==> src/rtl/br_pkg.sv <==
// Package br_pkg
// Shared encodings and the decoded-instruction record for the branch
// resolution unit. Assumes the opcode layout: [7:4] operation,
// [3] operand select, [2:0] class.
package br_pkg;

    localparam logic [2:0] CLS_WIDE   = 3'd5;
    localparam logic [2:0] CLS_NARROW = 3'd6;

    localparam logic [3:0] OPF_ALWAYS = 4'h0;
    localparam logic [3:0] OPF_EQ     = 4'h1;
    localparam logic [3:0] OPF_GT     = 4'h2;
    localparam logic [3:0] OPF_GE     = 4'h3;
    localparam logic [3:0] OPF_SET    = 4'h4;
    localparam logic [3:0] OPF_NE     = 4'h5;
    localparam logic [3:0] OPF_SGT    = 4'h6;
    localparam logic [3:0] OPF_SGE    = 4'h7;
    localparam logic [3:0] OPF_CALL   = 4'h8;
    localparam logic [3:0] OPF_EXIT   = 4'h9;
    localparam logic [3:0] OPF_LT     = 4'ha;
    localparam logic [3:0] OPF_LE     = 4'hb;
    localparam logic [3:0] OPF_SLT    = 4'hc;
    localparam logic [3:0] OPF_SLE    = 4'hd;

    typedef enum logic [3:0] {
        CND_EQ, CND_NE, CND_SET,
        CND_UGT, CND_UGE, CND_ULT, CND_ULE,
        CND_SGT, CND_SGE, CND_SLT, CND_SLE,
        CND_NONE
    } cond_e;

    typedef struct packed {
        logic  is_cond;
        logic  is_ja;
        logic  is_call;
        logic  is_exit;
        logic  illegal;
        logic  narrow;
        logic  use_reg;
        cond_e cond;
    } dec_t;

endpackage

==> src/rtl/br_decode.sv <==
// Module br_decode
// Splits an opcode byte into a decoded record. Purely combinational.
// Assumes only classes CLS_WIDE and CLS_NARROW are legal here; any
// other class, or an unconditional/call/exit form in the narrow class,
// is marked illegal with every outcome flag cleared.
module br_decode
    import br_pkg::*;
(
    input  logic [7:0] opcode,
    output dec_t       dec
);

    logic [2:0] cls;
    logic [3:0] opf;
    logic       wide;
    logic       narrow;

    assign cls    = opcode[2:0];
    assign opf    = opcode[7:4];
    assign wide   = (cls == CLS_WIDE);
    assign narrow = (cls == CLS_NARROW);

    // Map operation field and class onto the decoded record.
    always_comb begin
        dec         = '0;
        dec.cond    = CND_NONE;
        dec.narrow  = narrow;
        dec.use_reg = opcode[3];
        if (!(wide || narrow)) begin
            dec.illegal = 1'b1;
        end else begin
            unique case (opf)
                OPF_ALWAYS: begin dec.is_ja   = wide; dec.illegal = narrow; end
                OPF_CALL:   begin dec.is_call = wide; dec.illegal = narrow; end
                OPF_EXIT:   begin dec.is_exit = wide; dec.illegal = narrow; end
                OPF_EQ:     begin dec.is_cond = 1'b1; dec.cond = CND_EQ;  end
                OPF_NE:     begin dec.is_cond = 1'b1; dec.cond = CND_NE;  end
                OPF_SET:    begin dec.is_cond = 1'b1; dec.cond = CND_SET; end
                OPF_GT:     begin dec.is_cond = 1'b1; dec.cond = CND_UGT; end
                OPF_GE:     begin dec.is_cond = 1'b1; dec.cond = CND_UGE; end
                OPF_LT:     begin dec.is_cond = 1'b1; dec.cond = CND_ULT; end
                OPF_LE:     begin dec.is_cond = 1'b1; dec.cond = CND_ULE; end
                OPF_SGT:    begin dec.is_cond = 1'b1; dec.cond = CND_SGT; end
                OPF_SGE:    begin dec.is_cond = 1'b1; dec.cond = CND_SGE; end
                OPF_SLT:    begin dec.is_cond = 1'b1; dec.cond = CND_SLT; end
                OPF_SLE:    begin dec.is_cond = 1'b1; dec.cond = CND_SLE; end
                default:    dec.illegal = 1'b1;
            endcase
        end
    end

endmodule

==> src/rtl/br_cmp.sv <==
// Module br_cmp
// Produces the primitive relations between two W-bit operands:
// equality, unsigned less-than, signed less-than, and any common set bit.
// All other relations are derived from these by the caller.
module br_cmp #(
    parameter int W = 64
) (
    input  logic [W-1:0] a,
    input  logic [W-1:0] b,
    output logic         eq,
    output logic         ult,
    output logic         slt,
    output logic         anyset
);

    // Evaluate the four primitive relations.
    always_comb begin
        eq     = (a == b);
        ult    = (a < b);
        slt    = ($signed(a) < $signed(b));
        anyset = |(a & b);
    end

endmodule

==> src/rtl/br_target.sv <==
// Module br_target
// Computes the taken target pc + 1 + sign-extended offset in a signed
// width large enough to hold no overflow, flags targets outside
// [0, SLOTS-1], and computes the fall-through slot modulo 2^PC_W.
module br_target #(
    parameter int SLOTS = 4096,
    parameter int PC_W  = 12,
    parameter int OFF_W = 16
) (
    input  logic [PC_W-1:0]  pc,
    input  logic [OFF_W-1:0] offset,
    output logic [PC_W-1:0]  target,
    output logic             out_of_range,
    output logic [PC_W-1:0]  fall_pc
);

    localparam int TW = ((PC_W > OFF_W) ? PC_W : OFF_W) + 2;

    logic signed [TW-1:0] pc_s;
    logic signed [TW-1:0] off_s;
    logic signed [TW-1:0] sum_s;

    // Widen operands and form the full signed target.
    always_comb begin
        pc_s  = $signed({{(TW-PC_W){1'b0}}, pc});
        off_s = $signed({{(TW-OFF_W){offset[OFF_W-1]}}, offset});
        sum_s = pc_s + off_s + $signed(TW'(1));
    end

    // Range check against the program size and truncate for output.
    always_comb begin
        out_of_range = (sum_s < $signed(TW'(0))) || (sum_s >= $signed(TW'(SLOTS)));
        target       = sum_s[PC_W-1:0];
        fall_pc      = pc + {{(PC_W-1){1'b0}}, 1'b1};
    end

endmodule

==> src/rtl/br_resolve.sv <==
// Module br_resolve (top)
// Resolves the next slot for one jump-class instruction per valid cycle.
// Operand selection, wide and narrow comparison, target arithmetic and
// decode run in parallel; one register stage holds the result. Assumes
// the caller holds no expectation on outputs while out_valid is low
// except that the outcome flags read zero.
module br_resolve #(
    parameter int DATA_W     = 64,
    parameter int HALF_W     = 32,
    parameter int IMM_W      = 32,
    parameter int OFF_W      = 16,
    parameter int PROG_SLOTS = 4096,
    localparam int PC_W      = $clog2(PROG_SLOTS)
) (
    input  logic              clk,
    input  logic              rst_n,
    input  logic              in_valid,
    input  logic [7:0]        opcode,
    input  logic [DATA_W-1:0] dst_val,
    input  logic [DATA_W-1:0] src_val,
    input  logic [IMM_W-1:0]  imm,
    input  logic [OFF_W-1:0]  offset,
    input  logic [PC_W-1:0]   pc,
    output logic              out_valid,
    output logic [PC_W-1:0]   next_pc,
    output logic              taken,
    output logic              call_req,
    output logic [IMM_W-1:0]  call_id,
    output logic              exit_req,
    output logic              illegal,
    output logic              range_fault
);

    import br_pkg::*;

    dec_t              dec;
    logic [DATA_W-1:0] opnd_b;
    logic              w_eq, w_ult, w_slt, w_any;
    logic              n_eq, n_ult, n_slt, n_any;
    logic              c_eq, c_ult, c_slt, c_any;
    logic              hit;
    logic              take_c;
    logic [PC_W-1:0]   tgt_pc;
    logic [PC_W-1:0]   fall_pc;
    logic              oor;

    br_decode u_dec (
        .opcode (opcode),
        .dec    (dec)
    );

    // Pick the second operand: register or sign-extended immediate.
    always_comb begin
        opnd_b = dec.use_reg ? src_val
                             : {{(DATA_W-IMM_W){imm[IMM_W-1]}}, imm};
    end

    br_cmp #(.W(DATA_W)) u_cmp_wide (
        .a      (dst_val),
        .b      (opnd_b),
        .eq     (w_eq),
        .ult    (w_ult),
        .slt    (w_slt),
        .anyset (w_any)
    );

    br_cmp #(.W(HALF_W)) u_cmp_narrow (
        .a      (dst_val[HALF_W-1:0]),
        .b      (opnd_b[HALF_W-1:0]),
        .eq     (n_eq),
        .ult    (n_ult),
        .slt    (n_slt),
        .anyset (n_any)
    );

    br_target #(.SLOTS(PROG_SLOTS), .PC_W(PC_W), .OFF_W(OFF_W)) u_tgt (
        .pc           (pc),
        .offset       (offset),
        .target       (tgt_pc),
        .out_of_range (oor),
        .fall_pc      (fall_pc)
    );

    // Choose the relation set matching the operand width of the class.
    always_comb begin
        c_eq  = dec.narrow ? n_eq  : w_eq;
        c_ult = dec.narrow ? n_ult : w_ult;
        c_slt = dec.narrow ? n_slt : w_slt;
        c_any = dec.narrow ? n_any : w_any;
    end

    // Reduce the selected relations to the requested condition.
    always_comb begin
        unique case (dec.cond)
            CND_EQ:  hit = c_eq;
            CND_NE:  hit = !c_eq;
            CND_SET: hit = c_any;
            CND_UGT: hit = !c_ult && !c_eq;
            CND_UGE: hit = !c_ult;
            CND_ULT: hit = c_ult;
            CND_ULE: hit = c_ult || c_eq;
            CND_SGT: hit = !c_slt && !c_eq;
            CND_SGE: hit = !c_slt;
            CND_SLT: hit = c_slt;
            CND_SLE: hit = c_slt || c_eq;
            default: hit = 1'b0;
        endcase
        take_c = dec.is_ja || (dec.is_cond && hit);
    end

    // Register the resolved outcome; flags clear on idle cycles.
    always_ff @(posedge clk) begin
        if (!rst_n) begin
            out_valid   <= 1'b0;
            next_pc     <= '0;
            taken       <= 1'b0;
            call_req    <= 1'b0;
            call_id     <= '0;
            exit_req    <= 1'b0;
            illegal     <= 1'b0;
            range_fault <= 1'b0;
        end else begin
            out_valid <= in_valid;
            if (in_valid) begin
                next_pc     <= take_c ? tgt_pc : fall_pc;
                taken       <= take_c;
                call_req    <= dec.is_call;
                call_id     <= imm;
                exit_req    <= dec.is_exit;
                illegal     <= dec.illegal;
                range_fault <= take_c && oor;
            end else begin
                taken       <= 1'b0;
                call_req    <= 1'b0;
                exit_req    <= 1'b0;
                illegal     <= 1'b0;
                range_fault <= 1'b0;
            end
        end
    end

endmodule

==> config.mk <==
export PLATFORM = sky130hd
export DESIGN_NAME = br_resolve
export DESIGN_NICKNAME = d
export VERILOG_FILES = /design/src/rtl/br_pkg.sv /design/src/rtl/br_decode.sv /design/src/rtl/br_cmp.sv /design/src/rtl/br_target.sv /design/src/rtl/br_resolve.sv
export SDC_FILE = /design/constraint.sdc
export NUM_CORES = 1
export LEC_CHECK = 0
export BUFFER_PORTS_ARGS = -buffer_cell sky130_fd_sc_hd__buf_4
export CAP_MARGIN = 20
export CORE_MARGIN = 5
export CORE_UTILIZATION = 25
export CTS_CLUSTER_SIZE = 10
export DETAILED_ROUTE_END_ITERATION = 7
export HOLD_SLACK_MARGIN = 0.03
export SLEW_MARGIN = 20
export SYNTH_ARGS = -nofsm -noshare
export SYNTH_HDL_FRONTEND = slang
export SYNTH_SLANG_ARGS = --single-unit
==> constraint.sdc <==
create_clock -name clk -period 8.62 [get_ports clk]
set_input_delay 1.724 -clock clk [delete_from_list [all_inputs] [get_ports clk]]
set_output_delay 1.724 -clock clk [all_outputs]
set_load 0.02 [all_outputs]
==> results.sh, run 1 <==
export IMPL_min_delay_start="call_id[2]"
export IMPL_holdPathEnd="call_id[2]"
export IMPL_seq_area_frac_synth_pct=16.2
export IMPL_synth_top_flop_cell="dfxtp_1"
export IMPL_fin_nets=1326
export IMPL_dr_total_vias=6093
export IMPL_max_clock_freq_ghz=0.154
export IMPL_post_dp_hpwl_mm=18.0
export IMPL_syn_nets=1094
export IMPL_setup_viol=0
export IMPL_cts_tree="yes"
export IMPL_drtAntennaViolNets=0
export IMPL_wl_met3_mm=1.72
export IMPL_grt_start_max_net_pins=66
export IMPL_synthTopCellsByArea="ha_1 (29%), dfxtp_1 (16%), mux2i_1 (11%), a21oi_1 (6.3%), inv_1 (4.4%)"
export IMPL_hold_viol=0
export IMPL_syn_area_per_cell_um2=8.21
export IMPL_slowest_stage="nor2b_2"
export IMPL_port_buffers=248
export IMPL_synth_simple_area_share_pct=18.9
export IMPL_grt_pass1_wl_mm=32.8
export IMPL_postCtsHoldBufs=0
export IMPL_start_util_pct=25.3
export IMPL_pwr_density_cell_nw_per_um2=101
export IMPL_irDropWorstVdd_mv=0.0716
export IMPL_drc_errors=0
export IMPL_final_area_um2=8500
export IMPL_outcome="finished clean"
export IMPL_gp_congestion=0.834
export IMPL_async_flop_share_pct=0
export IMPL_h_tree_depth=2
export IMPL_grt_pass1_vias=6255
export IMPL_synth_top_area_cell="ha_1"
export IMPL_drive_gt1_share_pct=27.4
export IMPL_switching_share_pct=37.1
export IMPL_core_um2=24300
export IMPL_maxUsedRoutingLayer="met5"
export IMPL_drv_cap=0
export IMPL_synth_top_family_by_area="adder cells"
export IMPL_drt_iter0_drc=307
export IMPL_firstDrtPassIters=4
export IMPL_synthAdderAreaFrac_pct=29.4
export IMPL_netSwitchingPower_w=0.000320
export IMPL_path_clk_slew_ns=0.09
export IMPL_grt_overflow=0
export IMPL_rsz0062_at_grt="false"
export IMPL_timing_rr_end="next_pc[4]"
export IMPL_dr_wl_met2_mm=9.75
export IMPL_ys_warn_count=0
export IMPL_grt_use_total_pct=14.5
export IMPL_wl_met1_mm=9.07
export IMPL_start_kind="input pin"
export IMPL_muxShareOfSynthArea_pct=10.7
export IMPL_reg2regPathDepth=2
export IMPL_postSynthCellCount=751
export IMPL_postPlaceCellArea_um2=8350
export IMPL_min_path_cells=2
export IMPL_min_period_ns=6.51
export IMPL_cts_root_buf="clkbuf_16"
export IMPL_antenna_cells=0
export IMPL_p_leak_nw=4.35
export IMPL_synth_seq_cells=50
export IMPL_holdCritPathClass="reg2reg"
export IMPL_regToRegStartpoint="next_pc[4]"
export IMPL_worstMarginPinSlew_ns=0.888
export IMPL_dieWidth_um=167
export IMPL_synth_area_um2=6160
export IMPL_area_growth_pct=38.0
export IMPL_crit_family="simple AND/OR/NAND/NOR gates"
export IMPL_fin_worst_skew_ns=0
export IMPL_n_fill_cell=2600
export IMPL_critPathCaptureType="flip-flop"
export IMPL_synth_compound_area_share_pct=14.1
export IMPL_finalSetupTns_ns=0
export IMPL_cp_data_arrival_time_ns=6.72
export IMPL_synth_edf_count=0
export IMPL_period_share_pct=75.6
export IMPL_clockBufferDepth=2
export IMPL_wl_mm=20.9
export IMPL_cts_repair_resized=0
export IMPL_rrSetupSlack_ns=7.76
export IMPL_synth_top_cells_by_count="ha_1 (143), a21oi_1 (78), inv_1 (73)"
export IMPL_worstSkewPairLatency_ns=0.30
export IMPL_row_count=57
export IMPL_seq_power_share_pct=29.5
export IMPL_post_cts_buffers=0
export IMPL_ioPinCount=249
export IMPL_clkSinkCount=50
export IMPL_die_y_um=167
export IMPL_worstSetupPathType="in2reg"
export IMPL_slew_viol_final=0
export IMPL_synth_xor_area_share_pct=4.26
export IMPL_yosys_cell_types_count=62
export IMPL_combPwrFrac_pct=44.8
export IMPL_worstPathRequired_ns=8.83
export IMPL_slew_headroom_pct=40.8
export IMPL_wl_per_cell_um=16.0
export IMPL_crit_top_cell="buf_4"
export IMPL_worstPathMaxFanout=65
export IMPL_slowest_delay_ns=0.72
export IMPL_crit_buf_inv=3
export IMPL_yosysMostFrequentCell="ha_1"
export IMPL_p_int_w=0.000543
export IMPL_vias_per_cell=4.66
export IMPL_antenna_found_initial=2
export IMPL_yosysTopAreaCellShare_pct=29.0
export IMPL_cts_buffers=5
export IMPL_crit_chain="buf_4 > nor2b_2 > buf_4 > a21oi_1 > ha_1 > nand4_2 > or4_4 > o21ai_2 > nand4_2 > and4b_1 > nor4_1 > o21ai_1 > nor4_4 > buf_4 > nor3_1 > a311o_1"
export IMPL_clockPowerShare_pct=25.7
export IMPL_die_area_um2=27900
[worst max-delay path by stage]
stage                     depth (start not counted)         end  startpoint
final                                            16  next_pc[3]   opcode[3]
after global routing                             16  next_pc[3]   opcode[3]
after CTS                                        16  next_pc[3]   opcode[3]
after detailed placement                         16  next_pc[3]   opcode[3]
after global placement                           16  next_pc[3]   opcode[3]
after floorplan                                  15  next_pc[9]   opcode[3]
[cell usage in the layout, fill, tap and decap left out, drive strengths merged, types with 3 or more instances in the layout]
| cell type | instances |
|---|---|
| o311ai | 5 |
| xor2 | 7 |
| nand3 | 21 |
| o21a | 3 |
| nor2b | 6 |
| xnor2 | 23 |
| inv | 75 |
| clkbuf | 5 |
| nor3b | 6 |
| a21oi | 78 |
| nor4 | 22 |
| nor3 | 14 |
| nor2 | 52 |
| and2 | 3 |
| and4 | 3 |
| nand4 | 19 |
| nand3b | 12 |
| o21ai | 25 |
| dfxtp | 50 |
| ha | 143 |
| o211ai | 5 |
| buf | 252 |
| a21o | 5 |
| nand2 | 39 |
| mux2i | 65 |
| and3 | 6 |
[logic make-up after synthesis]
family,count (synthesis)
buf+inv,101
fa+ha+maj,144
compound gates,144
xor+xnor,30
mux,66
flops,50
simple gates,216
[area by class of cell]
cell class / count / area [um2] / area share (%)
Clock buffer: 5 / 125 / 1.47
Tap cell: 324 / 405 / 4.77
Timing Repair Buffer: 252 / 1890 / 22.2
Inverter: 74 / 278 / 3.27
Clock inverter: 3 / 27.5 / 0.324
Sequential cell: 50 / 1000 / 11.8
Multi-Input combinational cell: 600 / 4770 / 56.2
[power groups by stage]
stage	Combinational (W)	Clock (W)	Sequential, W
final	0.000387	0.000222	0.000254
after global placement	0.000387	0	0.000259
after detailed placement	0.000390	0	0.000259
after global routing	0.000437	0.000240	0.000256
after floorplan	0.000209	0	0.000276
after CTS	0.000392	0.000231	0.000254
[per-layer routing]
| layer | vias to the layer above | track usage [%] |
|---|---|---|
| met2 | 185 | 24.6 |
| met4 | 4 | 3.52 |
| li1 | 3136 | - |
| met1 | 2743 | 17.9 |
| met5 | - | 0 |
| met3 | 25 | 4.81 |
[state kept, by name, summed over array words and instances, names as in the netlist]
signal and flops:
out_valid 1, call_id 32, range_fault 1, exit_req 1, taken 1, illegal 1, next_pc 12, call_req 1
[worst reg2reg max path, cell delays in order, from the launching register on]
cell	delay [ns]
dfxtp_1	0.34
nor3b_1	0.14
a311o_1	0.29
[stage by stage]
step	worst slack (ns)	util (%)	total power (W)	instances	hold slack [ns]
after floorplan	3.29	-	0.000485	751	0.546
final	2.11	35.0	0.000863	1308	0.498
after global placement	1.89	34.3	0.000646	1300	0.476
after global routing	1.69	35.0	0.000932	1308	0.525
after CTS	2.13	35.0	0.000877	1308	0.503
after detailed placement	1.79	34.3	0.000649	1300	0.483
No activity file was read; power rests on OpenSTA's default activity.
==> run 2: changes to the inputs <==
--- a/config.mk
+++ b/config.mk
@@ -5,6 +5,7 @@
 export SDC_FILE = /design/constraint.sdc
 export NUM_CORES = 1
 export LEC_CHECK = 0
+export ABC_AREA = 1
 export BUFFER_PORTS_ARGS = -buffer_cell sky130_fd_sc_hd__buf_4
 export CAP_MARGIN = 20
 export CORE_MARGIN = 5
==> constraint.sdc (replaced) <==
create_clock -name clk -period 6.1 [get_ports clk]
set_input_delay 1.22 -clock clk [delete_from_list [all_inputs] [get_ports clk]]
set_output_delay 1.22 -clock clk [all_outputs]
set_load 0.02 [all_outputs]
==> run 2 against run 1 <==
Non-clock buffer count unchanged. Count of clock-buffer cells in the layout unchanged. Cell count increased by 24%. Utilization decreased by 0.68 points. Worst hold slack got worse by 0.018 ns. Via count increased by 16%.
==> results.sh, run 2 <==
export IMPL_worstPathMaxFanout=21
export IMPL_drtAntennaViolNets=0
export IMPL_clockBufferDepth=2
export IMPL_largest_reg_flops=32
export IMPL_core_um2=27100
export IMPL_grt_pass1_wl_mm=36.3
export IMPL_slew_headroom_pct=54.3
export IMPL_postPlaceCellArea_um2=9110
export IMPL_drv_cap=0
export IMPL_post_dp_hpwl_mm=19.8
export IMPL_row_count=60
export IMPL_grt_use_total_pct=14.4
export IMPL_slowest_delay_ns=0.39
export IMPL_outcome="finished clean"
export IMPL_worstMarginPinSlew_ns=0.685
export IMPL_crit_chain="buf_4 > nand2_1 > clkinv_1 > buf_16 > a21oi_1 > ha_1 > a21oi_1 > o21ai_0 > a21oi_1 > nand2_1 > nand2_1 > nand2_1 > nand2_1 > nand2_1 > nand2_1 > nand2_1 > nor2_1 > nand2_1 > a21oi_4 > nand3_4 > nand2_1 > nand2_1 > o21ai_0 > inv_1"
export IMPL_wl_per_cell_um=14.3
export IMPL_power_w=0.00135
export IMPL_synth_seq_cells=50
export IMPL_dieWidth_um=176
export IMPL_clkSinkCount=50
export IMPL_synth_area_um2=6910
export IMPL_start_util_pct=25.5
export IMPL_crit_top_cell="nand2_1"
export IMPL_cp_data_arrival_time_ns=4.71
export IMPL_cts_repair_resized=0
export IMPL_port_buffers=248
export IMPL_fin_worst_skew_ns=0
export IMPL_die_y_um=176
export IMPL_syn_nets=1366
export IMPL_antenna_cells=0
export IMPL_post_cts_buffers=0
export IMPL_setup_viol=0
export IMPL_crit_path_start="imm[31]"
export IMPL_drt_iter0_drc=250
export IMPL_final_area_um2=9290
export IMPL_hold_viol=0
export IMPL_worstSkewPairLatency_ns=0.30
export IMPL_grt_start_max_net_pins=65
export IMPL_dr_total_vias=7080
export IMPL_postSynthCellCount=1023
export IMPL_synth_top_area_cell="ha_1"
export IMPL_vias_per_cell=4.36
export IMPL_cts_buffers=5
export IMPL_grt_overflow=0
export IMPL_fin_nets=1592
export IMPL_ys_warn_count=0
export IMPL_synth_edf_count=0
export IMPL_ioPinCount=249
export IMPL_cts_tree="yes"
export IMPL_grt_pass1_vias=7033
export IMPL_max_clock_freq_ghz=0.222
export IMPL_gp_congestion=0.848
export IMPL_slowest_stage="clkinv_1"
export IMPL_cts_root_buf="clkbuf_16"
export IMPL_worstPathRequired_ns=6.30
export IMPL_firstDrtPassIters=4
export IMPL_holdCritPathClass="reg2reg"
export IMPL_reg2regPathDepth=4
export IMPL_postCtsHoldBufs=0
export IMPL_start_kind="input pin"
export IMPL_synth_top_flop_cell="dfxtp_1"
export IMPL_rrSetupSlack_ns=5.39
export IMPL_synth_top_cells_by_count="nand2_1 (164), ha_1 (143), nor2_1 (136)"
export IMPL_path_clk_slew_ns=0.08
export IMPL_wl_mm=23.1
export IMPL_rsz0062_at_grt="false"
export IMPL_yosysTopAreaCellShare_pct=25.9
export IMPL_regToRegStartpoint="next_pc[9]"
export IMPL_critPathCaptureType="flip-flop"
export IMPL_final_common_cell="buf_4"
export IMPL_worstSetupPathType="in2reg"
export IMPL_pwr_density_cell_nw_per_um2=146
export IMPL_synthTopCellsByArea="ha_1 (26%), dfxtp_1 (14%), nand2_1 (8.9%), nor2_1 (7.4%), inv_1 (6.6%)"
export IMPL_antenna_found_initial=0
export IMPL_yosysMostFrequentCell="nand2_1"
export IMPL_min_period_ns=4.51
export IMPL_drive_gt1_share_pct=28.4
export IMPL_p_leak_nw=4.89
export IMPL_drc_errors=0
export IMPL_die_area_um2=31000
export IMPL_top_register="call_id"
export IMPL_async_flop_share_pct=0
export IMPL_crit_end="next_pc[9]"
export IMPL_irDropWorstVdd_mv=0.0931
export IMPL_syn_area_per_cell_um2=6.75
export IMPL_area_growth_pct=34.6
export IMPL_slew_viol_final=0
export IMPL_timing_rr_end="next_pc[9]"
export IMPL_n_fill_cell=2943
export IMPL_top_regs="call_id x32, next_pc x12"
export IMPL_period_share_pct=73.9
export IMPL_finalSetupTns_ns=0
export IMPL_layout_common_cells="buf_4 (251), nand2_1 (164), ha_1 (143)"
export IMPL_yosys_cell_types_count=49
export IMPL_h_tree_depth=2
export IMPL_seq_area_frac_synth_pct=14.5
## run 2: cell types whose count changed after synthesis, moves of 15 or more
| cell | before | now |
|---|---|---|
| inv_1 | 73 | 122 |
| nand3_2 | 0 | 15 |
| mux2i_1 | 65 | 0 |
| nand2_1 | 39 | 164 |
| nor2_1 | 52 | 136 |
| o21ai_0 | 23 | 76 |
| or2_2 | 1 | 31 |
| nand2_2 | 0 | 16 |
## run 2: metrics by stage
stage / hold WS (ns) / util, % / setup slack, ns / std cells
2_1_floorplan: 0.545 / - / 2.24 / 1023
3_3_place_gp: 0.465 / 33.6 / 1.08 / 1613
3_5_place_dp: 0.468 / 33.6 / 1.02 / 1613
4_1_cts: 0.483 / 34.2 / 1.35 / 1621
5_1_grt: 0.497 / 34.3 / 1.12 / 1622
6_report: 0.481 / 34.3 / 1.59 / 1622
## run 2: how the worst min path moves through the flow
stage | from | end | slack (ns) | cells after the start
finish | next_pc[10] | next_pc[10] | 0.48 | 2
global route | next_pc[5] | next_pc[5] | 0.50 | 2
CTS | next_pc[4] | next_pc[4] | 0.48 | 2
detailed placement | next_pc[10] | next_pc[10] | 0.47 | 2
global placement | next_pc[10] | next_pc[10] | 0.47 | 2
floorplan | next_pc[10] | next_pc[10] | 0.55 | 2
## run 2: cell type report
| class | instances | area (um2) | area share, % |
|---|---|---|---|
| sequential | 50 | 1000 | 10.8 |
| tap | 372 | 465 | 5.01 |
| clock buffer | 5 | 125 | 1.35 |
| clock inverter | 3 | 28.8 | 0.310 |
| timing repair buffer | 252 | 1910 | 20.6 |
| multi-input combinational | 813 | 5280 | 56.9 |
| inverter | 127 | 477 | 5.13 |
## run 2: routing by layer
layer	track usage [%]	part of all wire, %	up-vias
met5	0	0	-
met3	2.29	4.8	24
met4	3.38	2.1	0
li1	-	-	3792
met2	25.4	48	154
met1	18.4	45	3110
## run 2: where the power goes
part,leakage (nW),switching [W],total (W),internal [W]
clock,0.0759,0.000147,0.000305,0.000157
combinational,4.40,0.000389,0.000681,0.000291
sequential,0.414,0.0000143,0.000368,0.000353
## run 2: logic make-up after synthesis
family / Yosys count / share of synthesized area [%]
AND/OR/NAND/NOR: 452 / 31.0
AO/OA/AOI/OAI: 185 / 14.9
buffers and inverters: 160 / 9.01
adder cells (fa/ha/maj): 144 / 26.2
flip-flops: 50 / 14.5
XOR/XNOR: 32 / 4.38
## run 2: worst max-delay path, delay by kind of cell
kind            cells  cell delay (ns)
compound gates      6             1.05
simple gates       13             1.22
buf+inv             4             0.90
fa+ha+maj           1             0.27
